`src/rtl/ecc_err_pkg.sv`:
```
`timescale 1ns/1ps
package ecc_err_pkg;
  localparam int OFF_KEY    = 'h00;
  localparam int OFF_CFG    = 'h04;
  localparam int OFF_CTRL   = 'h50;
  localparam int OFF_UEADDR = 'h58;
  localparam int OFF_CEADDR = 'h5C;

  typedef enum logic [2:0] {
    SEL_NONE, SEL_KEY, SEL_CFG, SEL_CTRL, SEL_UEADDR, SEL_CEADDR
  } regSel_e;

  typedef struct packed {
    logic    cfgWr;
    logic    ctrlWr;
    regSel_e rdSel;
  } strobes_t;
endpackage

```
`src/rtl/ecc_err_ctrl.sv`:
```
`timescale 1ns/1ps
module ecc_err_ctrl
  import ecc_err_pkg::*;
#(
  parameter int ADDR_W = 8,
  parameter int DATA_W = 32,
  parameter logic [DATA_W-1:0] UNLOCK_KEY = 32'hFC600309
) (
  input  logic              clk,
  input  logic              rstN,
  input  logic [ADDR_W-1:0] busAddr,
  input  logic [DATA_W-1:0] busWrData,
  input  logic              busWrEn,
  input  logic              busRdEn,
  output strobes_t          strb
);
  localparam logic [ADDR_W-1:0] A_KEY    = ADDR_W'(OFF_KEY);
  localparam logic [ADDR_W-1:0] A_CFG    = ADDR_W'(OFF_CFG);
  localparam logic [ADDR_W-1:0] A_CTRL   = ADDR_W'(OFF_CTRL);
  localparam logic [ADDR_W-1:0] A_UEADDR = ADDR_W'(OFF_UEADDR);
  localparam logic [ADDR_W-1:0] A_CEADDR = ADDR_W'(OFF_CEADDR);

  regSel_e hitSel;
  logic    unlocked;

  always_comb begin
    case (busAddr)
      A_KEY:    hitSel = SEL_KEY;
      A_CFG:    hitSel = SEL_CFG;
      A_CTRL:   hitSel = SEL_CTRL;
      A_UEADDR: hitSel = SEL_UEADDR;
      A_CEADDR: hitSel = SEL_CEADDR;
      default:  hitSel = SEL_NONE;
    endcase
  end

  always_ff @(posedge clk or negedge rstN) begin
    if (!rstN) unlocked <= 1'b0;
    else if (busWrEn && hitSel == SEL_KEY) unlocked <= (busWrData == UNLOCK_KEY);
  end

  always_comb begin
    strb.cfgWr  = busWrEn && unlocked && (hitSel == SEL_CFG);
    strb.ctrlWr = busWrEn && unlocked && (hitSel == SEL_CTRL);
    strb.rdSel  = busRdEn ? hitSel : SEL_NONE;
  end


  wrong_key_locks_chk: assert property (@(posedge clk) disable iff (!rstN)
    (busWrEn && hitSel == SEL_KEY && busWrData != UNLOCK_KEY) |=> (!strb.cfgWr && !strb.ctrlWr));
endmodule

```
`src/rtl/ecc_err_dp.sv`:
```
`timescale 1ns/1ps
module ecc_err_dp
  import ecc_err_pkg::*;
#(
  parameter int DATA_W  = 32,
  parameter int EADDR_W = 32,
  parameter int CE_W    = 8,
  parameter int UE_W    = 4
) (
  input  logic               clk,
  input  logic               rstN,
  input  strobes_t           strb,
  input  logic [DATA_W-1:0]  busWrData,
  input  logic               ceValid,
  input  logic [EADDR_W-1:0] ceAddr,
  input  logic               ueValid,
  input  logic [EADDR_W-1:0] ueAddr,
  output logic [DATA_W-1:0]  rdData,
  output logic               irq
);
  localparam logic [CE_W-1:0] CE_MAX = {CE_W{1'b1}};
  localparam logic [UE_W-1:0] UE_MAX = {UE_W{1'b1}};
  localparam int CE_LSB = 16;
  localparam int UE_LSB = 12;

  logic               eccOn, ddr4Sel, clrHeld, clrNext;
  logic [1:0]         intEn;
  logic [CE_W-1:0]    ceCnt;
  logic [UE_W-1:0]    ueCnt;
  logic [EADDR_W-1:0] ueAddrReg, ceAddrReg;
  logic               takeCe, takeUe;

  assign clrNext = strb.ctrlWr ? busWrData[31] : clrHeld;
  assign takeCe  = ceValid && eccOn && !clrNext;
  assign takeUe  = ueValid && eccOn && !clrNext;

  always_ff @(posedge clk or negedge rstN) begin
    if (!rstN) begin
      eccOn   <= 1'b0;
      ddr4Sel <= 1'b0;
      intEn   <= '0;
      clrHeld <= 1'b0;
    end else begin
      if (strb.cfgWr) begin
        eccOn   <= busWrData[7];
        ddr4Sel <= busWrData[4];
      end
      if (strb.ctrlWr) begin
        intEn   <= busWrData[1:0];
        clrHeld <= busWrData[31];
      end
    end
  end

  always_ff @(posedge clk or negedge rstN) begin
    if (!rstN) begin
      ceCnt     <= '0;
      ueCnt     <= '0;
      ueAddrReg <= '0;
      ceAddrReg <= '0;
    end else if (clrNext) begin
      ceCnt <= '0;
      ueCnt <= '0;
    end else begin
      if (takeCe) begin
        ceAddrReg <= ceAddr;
        if (ceCnt != CE_MAX) ceCnt <= ceCnt + CE_W'(1);
      end
      if (takeUe) begin
        if (ueCnt == '0) ueAddrReg <= ueAddr;
        if (ueCnt != UE_MAX) ueCnt <= ueCnt + UE_W'(1);
      end
    end
  end

  assign irq = (intEn[0] && ceCnt != '0) || (intEn[1] && ueCnt != '0);

  always_comb begin
    rdData = '0;
    case (strb.rdSel)
      SEL_CFG: begin
        rdData[7] = eccOn;
        rdData[4] = ddr4Sel;
      end
      SEL_CTRL: begin
        rdData[31]               = clrHeld;
        rdData[CE_LSB +: CE_W]   = ceCnt;
        rdData[UE_LSB +: UE_W]   = ueCnt;
        rdData[1:0]              = intEn;
      end
      SEL_UEADDR: rdData[EADDR_W-1:0] = ueAddrReg;
      SEL_CEADDR: rdData[EADDR_W-1:0] = ceAddrReg;
      default:    rdData = '0;
    endcase
  end


  ce_saturate_chk: assert property (@(posedge clk) disable iff (!rstN)
    (ceCnt == CE_MAX && !clrNext) |=> (ceCnt == CE_MAX));

  ue_saturate_chk: assert property (@(posedge clk) disable iff (!rstN)
    (ueCnt == UE_MAX && !clrNext) |=> (ueCnt == UE_MAX));

  ue_first_hold_chk: assert property (@(posedge clk) disable iff (!rstN)
    (ueCnt != '0) |=> $stable(ueAddrReg));

  clear_zero_chk: assert property (@(posedge clk) disable iff (!rstN)
    clrHeld |-> (ceCnt == '0 && ueCnt == '0 && !irq));

  ecc_off_ignore_chk: assert property (@(posedge clk) disable iff (!rstN)
    (!eccOn && !strb.cfgWr) |=> ($stable(ceAddrReg) && $stable(ueAddrReg)));
endmodule

```
`src/rtl/ecc_err_regs.sv`:
```
`timescale 1ns/1ps
module ecc_err_regs
  import ecc_err_pkg::*;
#(
  parameter int ADDR_W  = 8,
  parameter int DATA_W  = 32,
  parameter int EADDR_W = 32,
  parameter int CE_W    = 8,
  parameter int UE_W    = 4,
  parameter logic [DATA_W-1:0] UNLOCK_KEY = 32'hFC600309
) (
  input  logic               clk,
  input  logic               rstN,
  input  logic [ADDR_W-1:0]  busAddr,
  input  logic [DATA_W-1:0]  busWrData,
  input  logic               busWrEn,
  input  logic               busRdEn,
  output logic [DATA_W-1:0]  busRdData,
  input  logic               ceValid,
  input  logic [EADDR_W-1:0] ceAddr,
  input  logic               ueValid,
  input  logic [EADDR_W-1:0] ueAddr,
  output logic               irq
);
  strobes_t strb;

  ecc_err_ctrl #(.ADDR_W(ADDR_W), .DATA_W(DATA_W), .UNLOCK_KEY(UNLOCK_KEY)) uCtrl (
    .clk(clk), .rstN(rstN), .busAddr(busAddr), .busWrData(busWrData),
    .busWrEn(busWrEn), .busRdEn(busRdEn), .strb(strb)
  );

  ecc_err_dp #(.DATA_W(DATA_W), .EADDR_W(EADDR_W), .CE_W(CE_W), .UE_W(UE_W)) uDp (
    .clk(clk), .rstN(rstN), .strb(strb), .busWrData(busWrData),
    .ceValid(ceValid), .ceAddr(ceAddr), .ueValid(ueValid), .ueAddr(ueAddr),
    .rdData(busRdData), .irq(irq)
  );
endmodule

```
`config.mk`:
```
export PLATFORM = sky130hd
export DESIGN_NAME = ecc_err_regs
export DESIGN_NICKNAME = d
export VERILOG_FILES = /design/src/rtl/ecc_err_pkg.sv /design/src/rtl/ecc_err_ctrl.sv /design/src/rtl/ecc_err_dp.sv /design/src/rtl/ecc_err_regs.sv
export SDC_FILE = /design/constraint.sdc
export NUM_CORES = 1
export LEC_CHECK = 0
export BUFFER_PORTS_ARGS = -buffer_cell sky130_fd_sc_hd__buf_2
export CAP_MARGIN = 20
export CORE_UTILIZATION = 50
export CTS_CLUSTER_DIAMETER = 120
export CTS_CLUSTER_SIZE = 25
export DETAILED_ROUTE_END_ITERATION = 16
export PLACE_DENSITY = 0.8
export RECOVER_POWER = 25
export SYNTH_ARGS = -nofsm -noshare
export SYNTH_HDL_FRONTEND = slang
export SYNTH_SLANG_ARGS = --single-unit
```
`constraint.sdc`:
```
create_clock -name clk -period 2.55 [get_ports clk]
set_input_delay 0.51 -clock clk [delete_from_list [all_inputs] [get_ports clk]]
set_output_delay 0.51 -clock clk [all_outputs]
set_load 0.1 [all_outputs]
```
==> out/metrics.yaml, run 1 <==
outcome: "complete, but fails checks"
violations: "max-capacitance violations, negative setup slack"
cp-end-kind: "primary output"
critPathLaunchType: "input port"
slew_headroom: 0.00168
drt_iter0_drc: 145
coreArea_um2: 7690
cts_tree: "built"
synth_fp_nets: 441
synth_edf_count: 0
die_x_um: 91.1
post-place-ws_ns: -0.113
ys_ff_latch: 82
path_cells: "buf_6 > or4bb_4 > nor3_4 > buf_12 > buf_8 > a22oi_1 > nand2_4 > buf_12"
slew_violations: 0
row_count: 32
cts-root-buf: "clkbuf_8"
drc: 0
clkPwrFrac: 0.415
grt_start_max_net_pins: 55
grt_pass1_wl_mm: 18.2
p_sw_uw: 611
crit_family: "simple AND/OR/NAND/NOR gates"
critPathMaxStageDelay_ns: 0.57
setup_viol: 32
yosysWarnings: 0
cp_slowest_cell: "or4bb_4"
worstSetupPathType: "input port to primary output"
hold_viol_final: 0
ios: 143
crit_top_cell: "buf_12"
p_int_uw: 1840
clk_pin_slew_ns: 0.10
crit_buf_inv: 4
critPathMaxFanout: 7
synth_area_leaders: "dfrtp_1 52%, mux2_1 19%, nand2_1 3.8%"
start_util: 0.516
yosys.area.top_type: "dfrtp_1"
setup_slack_ns: -0.0993
rsz0062_at_grt: "yes"
ant_nets: 0
synth_top_area_share: 0.517
gp_congestion: 0.885
synthCells: 327
hold_buffers: 0
nets: 596
cts_max_level: 3
hold_path_class: "input port to register"
critical_path_arrival_ns: 2.14
fin_worst_skew_ns: 0.00986
tightest_slew_ns: 1.50
wire_per_inst_um: 21.4
mappedNetlistArea_um2: 3970
p_per_area_nw_per_um2: 399
period_share: 1.04
comb_power_share: 0.055
area_delta_synth_final_pct: 55.1
syn_area_per_cell_um2: 12.1
grt.overflow.total: 0
leakagePower_uw: 0.00315
layout_min_cycle_time_ns: 2.65
track_usage: 0.287
synth_flop_cell: "dfrtp_1"
netSwitchingFraction: 0.249
cts_made_buffers: 9
ys_types: 39
cts_sinks: 82
clk_latency_ns: 0.37
synth-async-reset-ratio: 1.00
ys_seq_area_frac: 0.517
io_buffers: 142
dpl.hpwl_mm: 7.73
critPathRequiredTime_ns: 2.04
vias: 3512
ir_drop_mv: 0.331
die_h_um: 91.1
seq_power_share: 0.530
antenna_found_initial: 1
die_area_um2: 8300
nFillCells: 411
drive_above_1_share: 0.509
holdWs_ns: 0.348
vias_per_cell: 5.95
maxCapViolations: 1
finalWirelength_mm: 12.7
drt_pass1_iterations: 5
grt_pass1_vias: 3606
clock_path_buffers: 2
fmax_mhz: 377
-- sequential cells by signal, summed over array words and instances, names as in the netlist --
register and count:
uDp.intEn 2, uDp.ceAddrReg 32, uDp.ddr4Sel 1, uDp.ceCnt 8, uDp.eccOn 1, uCtrl.unlocked 1, uDp.clrHeld 1, uDp.ueAddrReg 32
uDp.ueCnt 4
-- path summary, 6_finish.rpt --
path | startpoint | slack, ns | cells after the start | endpoint
setup reg to reg | uDp.ueCnt[0] | 0.29 | 7 | uDp.ueAddrReg[23]
hold / removal | ceAddr[4] | 0.35 | 2 | uDp.ceAddrReg[4]
setup / recovery | busAddr[7] | -0.1 | 8 | busRdData[31]
max in group asynchronous | rstN | 0.50 | 2 | uDp.clrHeld
hold reg to reg | uDp.ceAddrReg[12] | 0.50 | 1 | uDp.ceAddrReg[12]
min in group asynchronous | rstN | 0.49 | 1 | uDp.ueAddrReg[3]
-- repair_timing --
item | in CTS | in global routing
setup buffers | 3 | 2
gates resized for setup | 36 | 35
endpoints found under the setup margin | 33 | 33
pin swaps | 12 | 30
gates cloned | 2 | 3
-- layout by cell type, fill, tap and decap left out, drive strengths merged, types with 3 or more instances in the layout --
master  Yosys  final
a211oi      3      3
a22o       15     15
a22oi      17     17
a31oi       3      3
buf        11    158
clkbuf      7     13
dfrtp      82     82
ha          4      4
inv         7     11
mux2       70     70
mux2i       4      4
nand2      40     40
nand3       6      6
nand4       6      6
nor2       13     13
nor3        7      7
nor4        5      5
xnor2       7      7
-- cells in the mapped netlist (all sizes together) (2+ instances only) --
cell and instances:
a211oi 3, dfrtp 82, nand4 6, nor3 7
and3 2, a22oi 17, a31oi 3, mux2 70
nor4b 2, a311oi 2, nor2 13, xnor2 7
nor4bb 2, a2111oi 2, nor4 5, nand3 6
clkbuf 7, ha 4, a22o 15, mux2i 4
inv 7, buf 11, nand2 40
-- kinds of logic (layout without fill, tap and decap cells) --
group / count (synthesis) / count (layout) / share of synthesized area
compound gates: 44 / 44 / 0.0889
mux: 74 / 74 / 0.211
buf+inv: 25 / 185 / 0.0337
xor+xnor: 7 / 7 / 0.0155
flops: 82 / 82 / 0.517
other cells: 0 / 1 / 0
fa+ha+maj: 4 / 4 / 0.0126
simple gates: 91 / 91 / 0.121
-- layer usage --
layer / up-vias / track usage / wire length (um)
met5: - / 0 / 0
met4: 0 / 0.126 / 376
met1: 1774 / 0.351 / 4790
met2: 183 / 0.504 / 6720
li1: 1518 / - / -
met3: 37 / 0.0402 / 768
-- power groups by stage --
stage                     sequential (uW)  clock [uW]  combinational [uW]
final                                1300        1020                 136
after global routing                 1300        1080                 150
after CTS                            1300         996                 137
after detailed placement             1320           0                 132
after global placement               1320           0                 126
after floorplan                      1330           0                9.86
-- through the flow --
stage / TNS (ns) / total power [uW] / cell area, um2 / cells / utilization
after CTS: -0.969 / 2430 / 5960 / 586 / 0.775
after floorplan: -0.974 / 1340 / 4110 / 327 / -
after detailed placement: -1.57 / 1460 / 5500 / 565 / 0.715
after global placement: -0.588 / 1450 / 5500 / 565 / 0.715
after global routing: -2.10 / 2530 / 6150 / 590 / 0.800
final: -1.55 / 2450 / 6150 / 590 / 0.800
-- cell type report --
type,instances,area (um2),area share
multi-input combinational,220,2210,0.358
sequential,82,2050,0.333
timing repair buffer,162,1530,0.249
tap,102,128,0.0207
clock buffer,9,124,0.0201
clock inverter,7,83.8,0.0136
inverter,7,26.3,0.00427
antenna,1,2.50,0.000407
Power figures use the tool's default switching activity.
==> run 2: changes to the inputs <==
REMOVE_ABC_BUFFERS = 1   (was unset)
==> run 2 against run 1 <==
  * The flow finishes with violations (max-capacitance violations, max-slew violations)
  * Clock-buffer cell count is 1 higher
  * Clock skew is 0.0027 ns lower
  * Worst setup slack better by 0.11 ns
  * Register-to-register slack better by 0.09 ns
  * Fmax is 4.2% higher
  * Sequential cell count stayed put
  * Die area stayed put
  * Sequential share of layout area is 2.9 points higher
  * Final cell count is 1.2% lower
  * Clock power is 9% lower
  * Global-route usage is 3.2 points lower
  * Critical path type unchanged
  * Critical endpoint is now busRdData[7]
==> out/metrics.yaml, run 2 (synthesis gave the netlist of run 1 again) <==
period_share: 0.997
drt_pass1_iterations: 5
wire_per_inst_um: 16.9
dpl.hpwl_mm: 7.46
drt_iter0_drc: 146
grt_pass1_wl_mm: 16.2
final_common_cell: "buf_2"
track_usage: 0.255
hold_viol_final: 0
cts_tree: "built"
slew_headroom: -0.432
setup_viol: 0
finalWirelength_mm: 9.86
antenna_found_initial: 0
start_util: 0.516
critPathMaxStageDelay_ns: 0.57
slew_violations: 40
grt.overflow.total: 0
r2r-start: "uDp.ueCnt[0]"
grt_start_max_net_pins: 44
vias_per_cell: 5.53
most-common-layout-cells: "105 x buf_2, 82 x dfrtp_1, 66 x mux2_1"
fin_worst_skew_ns: 0.00716
gp_congestion: 0.874
clk_latency_ns: 0.35
coreArea_um2: 7690
ir_drop_mv: 0.223
hold_path_class: "input port to register"
diodes: 0
vias: 3225
clock_path_buffers: 2
cts_made_buffers: 9
finalPower_uw: 2360
p_int_uw: 1840
outcome: "complete, but fails checks"
die_area_um2: 8300
fmax_mhz: 393
nets: 591
rsz0062_at_grt: "yes"
critPathMaxFanout: 17
ios: 143
cts_max_level: 3
drive_above_1_share: 0.395
cts-root-buf: "clkbuf_8"
ant_nets: 0
setup_tns_ns: 0
comb_power_share: 0.058
min_from: "ueAddr[9]"
cp_slowest_cell: "or4bb_4"
die_x_um: 91.1
violations: "max-capacitance violations, max-slew violations"
p_per_area_nw_per_um2: 417
critPathRequiredTime_ns: 2.04
cp-end-kind: "primary output"
row_count: 32
worstSetupPathType: "input port to primary output"
cts_sinks: 82
maxCapViolations: 1
drc: 0
critPathLaunchType: "input port"
die_h_um: 91.1
tightest_slew_ns: 2.15
clk_pin_slew_ns: 0.08
grt_pass1_vias: 3444
leakagePower_uw: 0.00293
area_delta_synth_final_pct: 42.7
layout_min_cycle_time_ns: 2.54
io_buffers: 142
p_sw_uw: 517
path_cells: "buf_6 > or4bb_4 > nor3_2 > buf_6 > a22oi_1 > nand2_1 > buf_12"
top_regs: "uDp.ceAddrReg x32, uDp.ueAddrReg x32, uDp.ceCnt x8"
netSwitchingFraction: 0.219
crit_start: "busAddr[7]"
seq_power_share: 0.551
critical_path_arrival_ns: 2.03
clkPwrFrac: 0.392
crit_top_cell: "buf_6"
==> run 2: cell types whose count changed in the layout (fill, tap and decap cells not counted), moves of 3 or more <==
cell     previous run  this run
a22o_1              0        15
a22o_4             15         0
a22oi_1             5        15
a22oi_2            12         2
buf_6               5         8
inv_6               3         0
nand2_1            13        38
nand2_2             8         2
nand2_4            19         0
==> run 2: path summary, 6_finish.rpt <==
kind / to / slack, ns / cells after the start
max: busRdData[7] / 0.007 / 7
max reg2reg: uDp.ueAddrReg[25] / 0.38 / 7
max in group asynchronous: uDp.ceAddrReg[14] / 0.54 / 1
min: uDp.ueAddrReg[9] / 0.36 / 2
min reg2reg: uDp.ueAddrReg[16] / 0.50 / 1
min in group asynchronous: uDp.ueAddrReg[3] / 0.77 / 1
==> run 2: cell type report <==
type,instances,area [um2]
sequential,82,2050
fill,540,2030
multi-input combinational,220,1850
timing repair buffer,157,1420
clock buffer,10,138
tap,102,128
clock inverter,5,55.1
inverter,7,26.3
==> run 2: power groups by stage <==
stage | Clock, uW | Combinational [uW] | Sequential, uW
floorplan | 0 | 9.70 | 1330
global placement | 0 | 129 | 1320
detailed placement | 0 | 134 | 1320
CTS | 953 | 137 | 1300
global route | 999 | 151 | 1300
finish | 924 | 136 | 1300
==> run 2: worst max-delay path, delay by kind of cell <==
kind | cells | cell delay, ns
buffers and inverters | 3 | 0.49
AND/OR/NAND/NOR | 3 | 0.91
AO/OA/AOI/OAI | 1 | 0.11
==> run 2: routing by layer <==
layer / vias to the layer above / routed length [um] / share of wire / GRT usage
li1: 1506 / - / - / -
met1: 1556 / 4080 / 0.41 / 0.308
met2: 141 / 4860 / 0.49 / 0.434
met3: 22 / 662 / 0.067 / 0.0595
met4: 0 / 258 / 0.026 / 0.112
met5: - / 0 / 0 / 0
==> run 2: through the flow <==
stage / setup WS (ns) / hold WS (ns) / util / instances / instance area, um2
floorplan: -1.71 / 0.214 / - / 309 / 3860
global placement: 0.000935 / 0.474 / 0.699 / 567 / 5380
detailed placement: -0.0637 / 0.481 / 0.699 / 567 / 5380
CTS: -0.0260 / 0.121 / 0.732 / 583 / 5630
global route: -0.0648 / 0.352 / 0.736 / 583 / 5660
finish: 0.00680 / 0.363 / 0.736 / 583 / 5660
==> run 2: repair_timing <==
| action | in CTS | in global routing |
|---|---|---|
| pin swaps | 2 | 2 |
| hold buffers | 0 | 0 |
| endpoints found under the setup margin | 33 | 33 |
| resized for setup | 11 | 9 |
| buffers inserted | 1 | 0 |
==> run 3: changes to the inputs <==
CORE_UTILIZATION = 41   (was 50)
PLACE_DENSITY = 0.68   (was 0.8)
==> run 3 against run 2 <==
  * The flow finishes with violations (max-capacitance violations, max-slew violations, negative setup slack)
  * Die area increased by 21%
  * Sequential share of layout area decreased by 2.5 points
  * Sequential cell count unchanged
  * Worst setup slack got worse by 0.038 ns
  * Hold slack got worse by 0.0039 ns
  * Highest routed layer unchanged
==> out/metrics.yaml, run 3 (synthesis gave the netlist of run 1 again) <==
outcome: "complete, but fails checks"
violations: "max-capacitance violations, max-slew violations, negative setup slack"
ant_nets: 0
fmax_mhz: 387
maxCapViolations: 1
path_cells: "buf_6 > or4bb_4 > nor3_4 > buf_6 > buf_12 > nand2_4 > nand2_4 > buf_12"
fin_worst_skew_ns: 0.00575
p_sw_uw: 551
final_common_cell: "buf_2"
leakagePower_uw: 0.00315
drt_iter0_drc: 97
clk_latency_ns: 0.35
layout_min_cycle_time_ns: 2.58
wire_per_inst_um: 17.1
cts-root-buf: "clkbuf_8"
top_usage_layer: "met2"
p_per_area_nw_per_um2: 406
utilization: 0.652
period_share: 1.01
dp.cells: 596
netSwitchingFraction: 0.223
cp-end-kind: "primary output"
most-common-layout-cells: "106 x buf_2, 82 x dfrtp_1, 66 x mux2_1"
die_h_um: 100
cp_slowest_cell: "or4bb_4"
rsz0062_at_grt: "yes"
hold_buffers: 0
clock_path_buffers: 2
comb_power_share: 0.055
hold_viol_final: 0
cts_made_buffers: 9
seq_power_share: 0.526
row_count: 35
grt_pass1_vias: 3385
p_int_uw: 1920
dpl.hpwl_mm: 7.05
vias: 3250
die_area_um2: 10100
antenna_found_initial: 0
start_util: 0.425
r2r-start: "uDp.ueCnt[0]"
cts_sinks: 82
tightest_slew_ns: 1.59
area_delta_synth_final_pct: 53.4
grt_util_met3: 0.0522
slew_violations: 66
clkPwrFrac: 0.419
gp_congestion: 0.843
post-place-ws_ns: -0.121
vias_per_cell: 5.25
drt_pass1_iterations: 4
ios: 143
grt.overflow.total: 0
setup_viol: 15
finalWirelength_mm: 10.6
io_buffers: 142
critPathMaxFanout: 8
critPathRequiredTime_ns: 2.04
ir_drop_mv: 0.221
critPathLaunchType: "input port"
grt_start_max_net_pins: 66
setup_slack_ns: -0.0310
track_usage: 0.220
grt_pass1_wl_mm: 16.8
setup_tns_ns: -0.251
clk_pin_slew_ns: 0.08
met1_usage: 0.294
diodes: 0
top_regs: "uDp.ceAddrReg x32, uDp.ueAddrReg x32, uDp.ceCnt x8"
slew_headroom: -0.0609
die_x_um: 100
nets: 599
critPathMaxStageDelay_ns: 0.57
hold_path_class: "input port to register"
critical_path_arrival_ns: 2.07
crit_start: "busAddr[5]"
min_from: "ceAddr[0]"
coreArea_um2: 9330
drc: 0
cts_max_level: 3
worstSetupPathType: "input port to primary output"
finalPower_uw: 2470
grt_util_met2: 0.364
cts_tree: "built"
drive_above_1_share: 0.502
finalNonFillerCells: 619
## run 3: cell types whose count changed in the layout (fill, tap and decap cells not counted), sizes merged
cell / previous run / this run
bufinv: 1 / 2
buf: 156 / 164
clkbuf: 11 / 10
clkinv: 2 / 3
## run 3: stage by stage
step | cell area, um2 | hold slack [ns]
floorplan | 3860 | 0.214
global placement | 5400 | 0.473
detailed placement | 5400 | 0.481
CTS | 5910 | 0.275
global route | 6090 | 0.344
finish | 6090 | 0.359
## run 3: path summary, 6_finish.rpt
kind | endpoint | slack (ns) | depth (start not counted)
min reg2reg | uDp.ceAddrReg[29] | 0.50 | 1
min | uDp.ceAddrReg[0] | 0.36 | 2
min in group asynchronous | uDp.ceCnt[5] | 0.56 | 1
max reg2reg | uDp.ueAddrReg[21] | 0.36 | 7
max | busRdData[20] | -0.03 | 8
max in group asynchronous | uDp.ueAddrReg[1] | 1.04 | 2
## run 3: worst max-delay path: cells and delay by family
kind,cells,cell delay [ns]
buffers and inverters,4,0.56
AND/OR/NAND/NOR,4,0.99
## run 3: cell type report
class	count	area, um2
fillers	736	3240
multi-input cells	220	2120
flip-flops and latches	82	2050
repair buffers	165	1510
well taps	129	161
clock buffers	9	124
clock inverters	7	93.8
inverters	7	26.3
## run 3: per-layer routing
layer / up-vias / routed length (um)
li1: 1526 / -
met1: 1581 / 4760
met2: 132 / 5060
met3: 11 / 653
met4: 0 / 119
met5: - / 0
## run 3: timing repair
action,CTS,global route
pin swaps,34,12
endpoints found under the setup margin,33,33
setup buffers,3,1
gates resized for setup,55,38
cloned,2,1
## run 3: power groups by stage
stage | logic [uW] | registers, uW | clock network [uW]
floorplan | 9.70 | 1330 | 0
global placement | 128 | 1320 | 0
detailed placement | 132 | 1320 | 0
CTS | 138 | 1300 | 1060
global route | 152 | 1300 | 1110
finish | 136 | 1300 | 1040
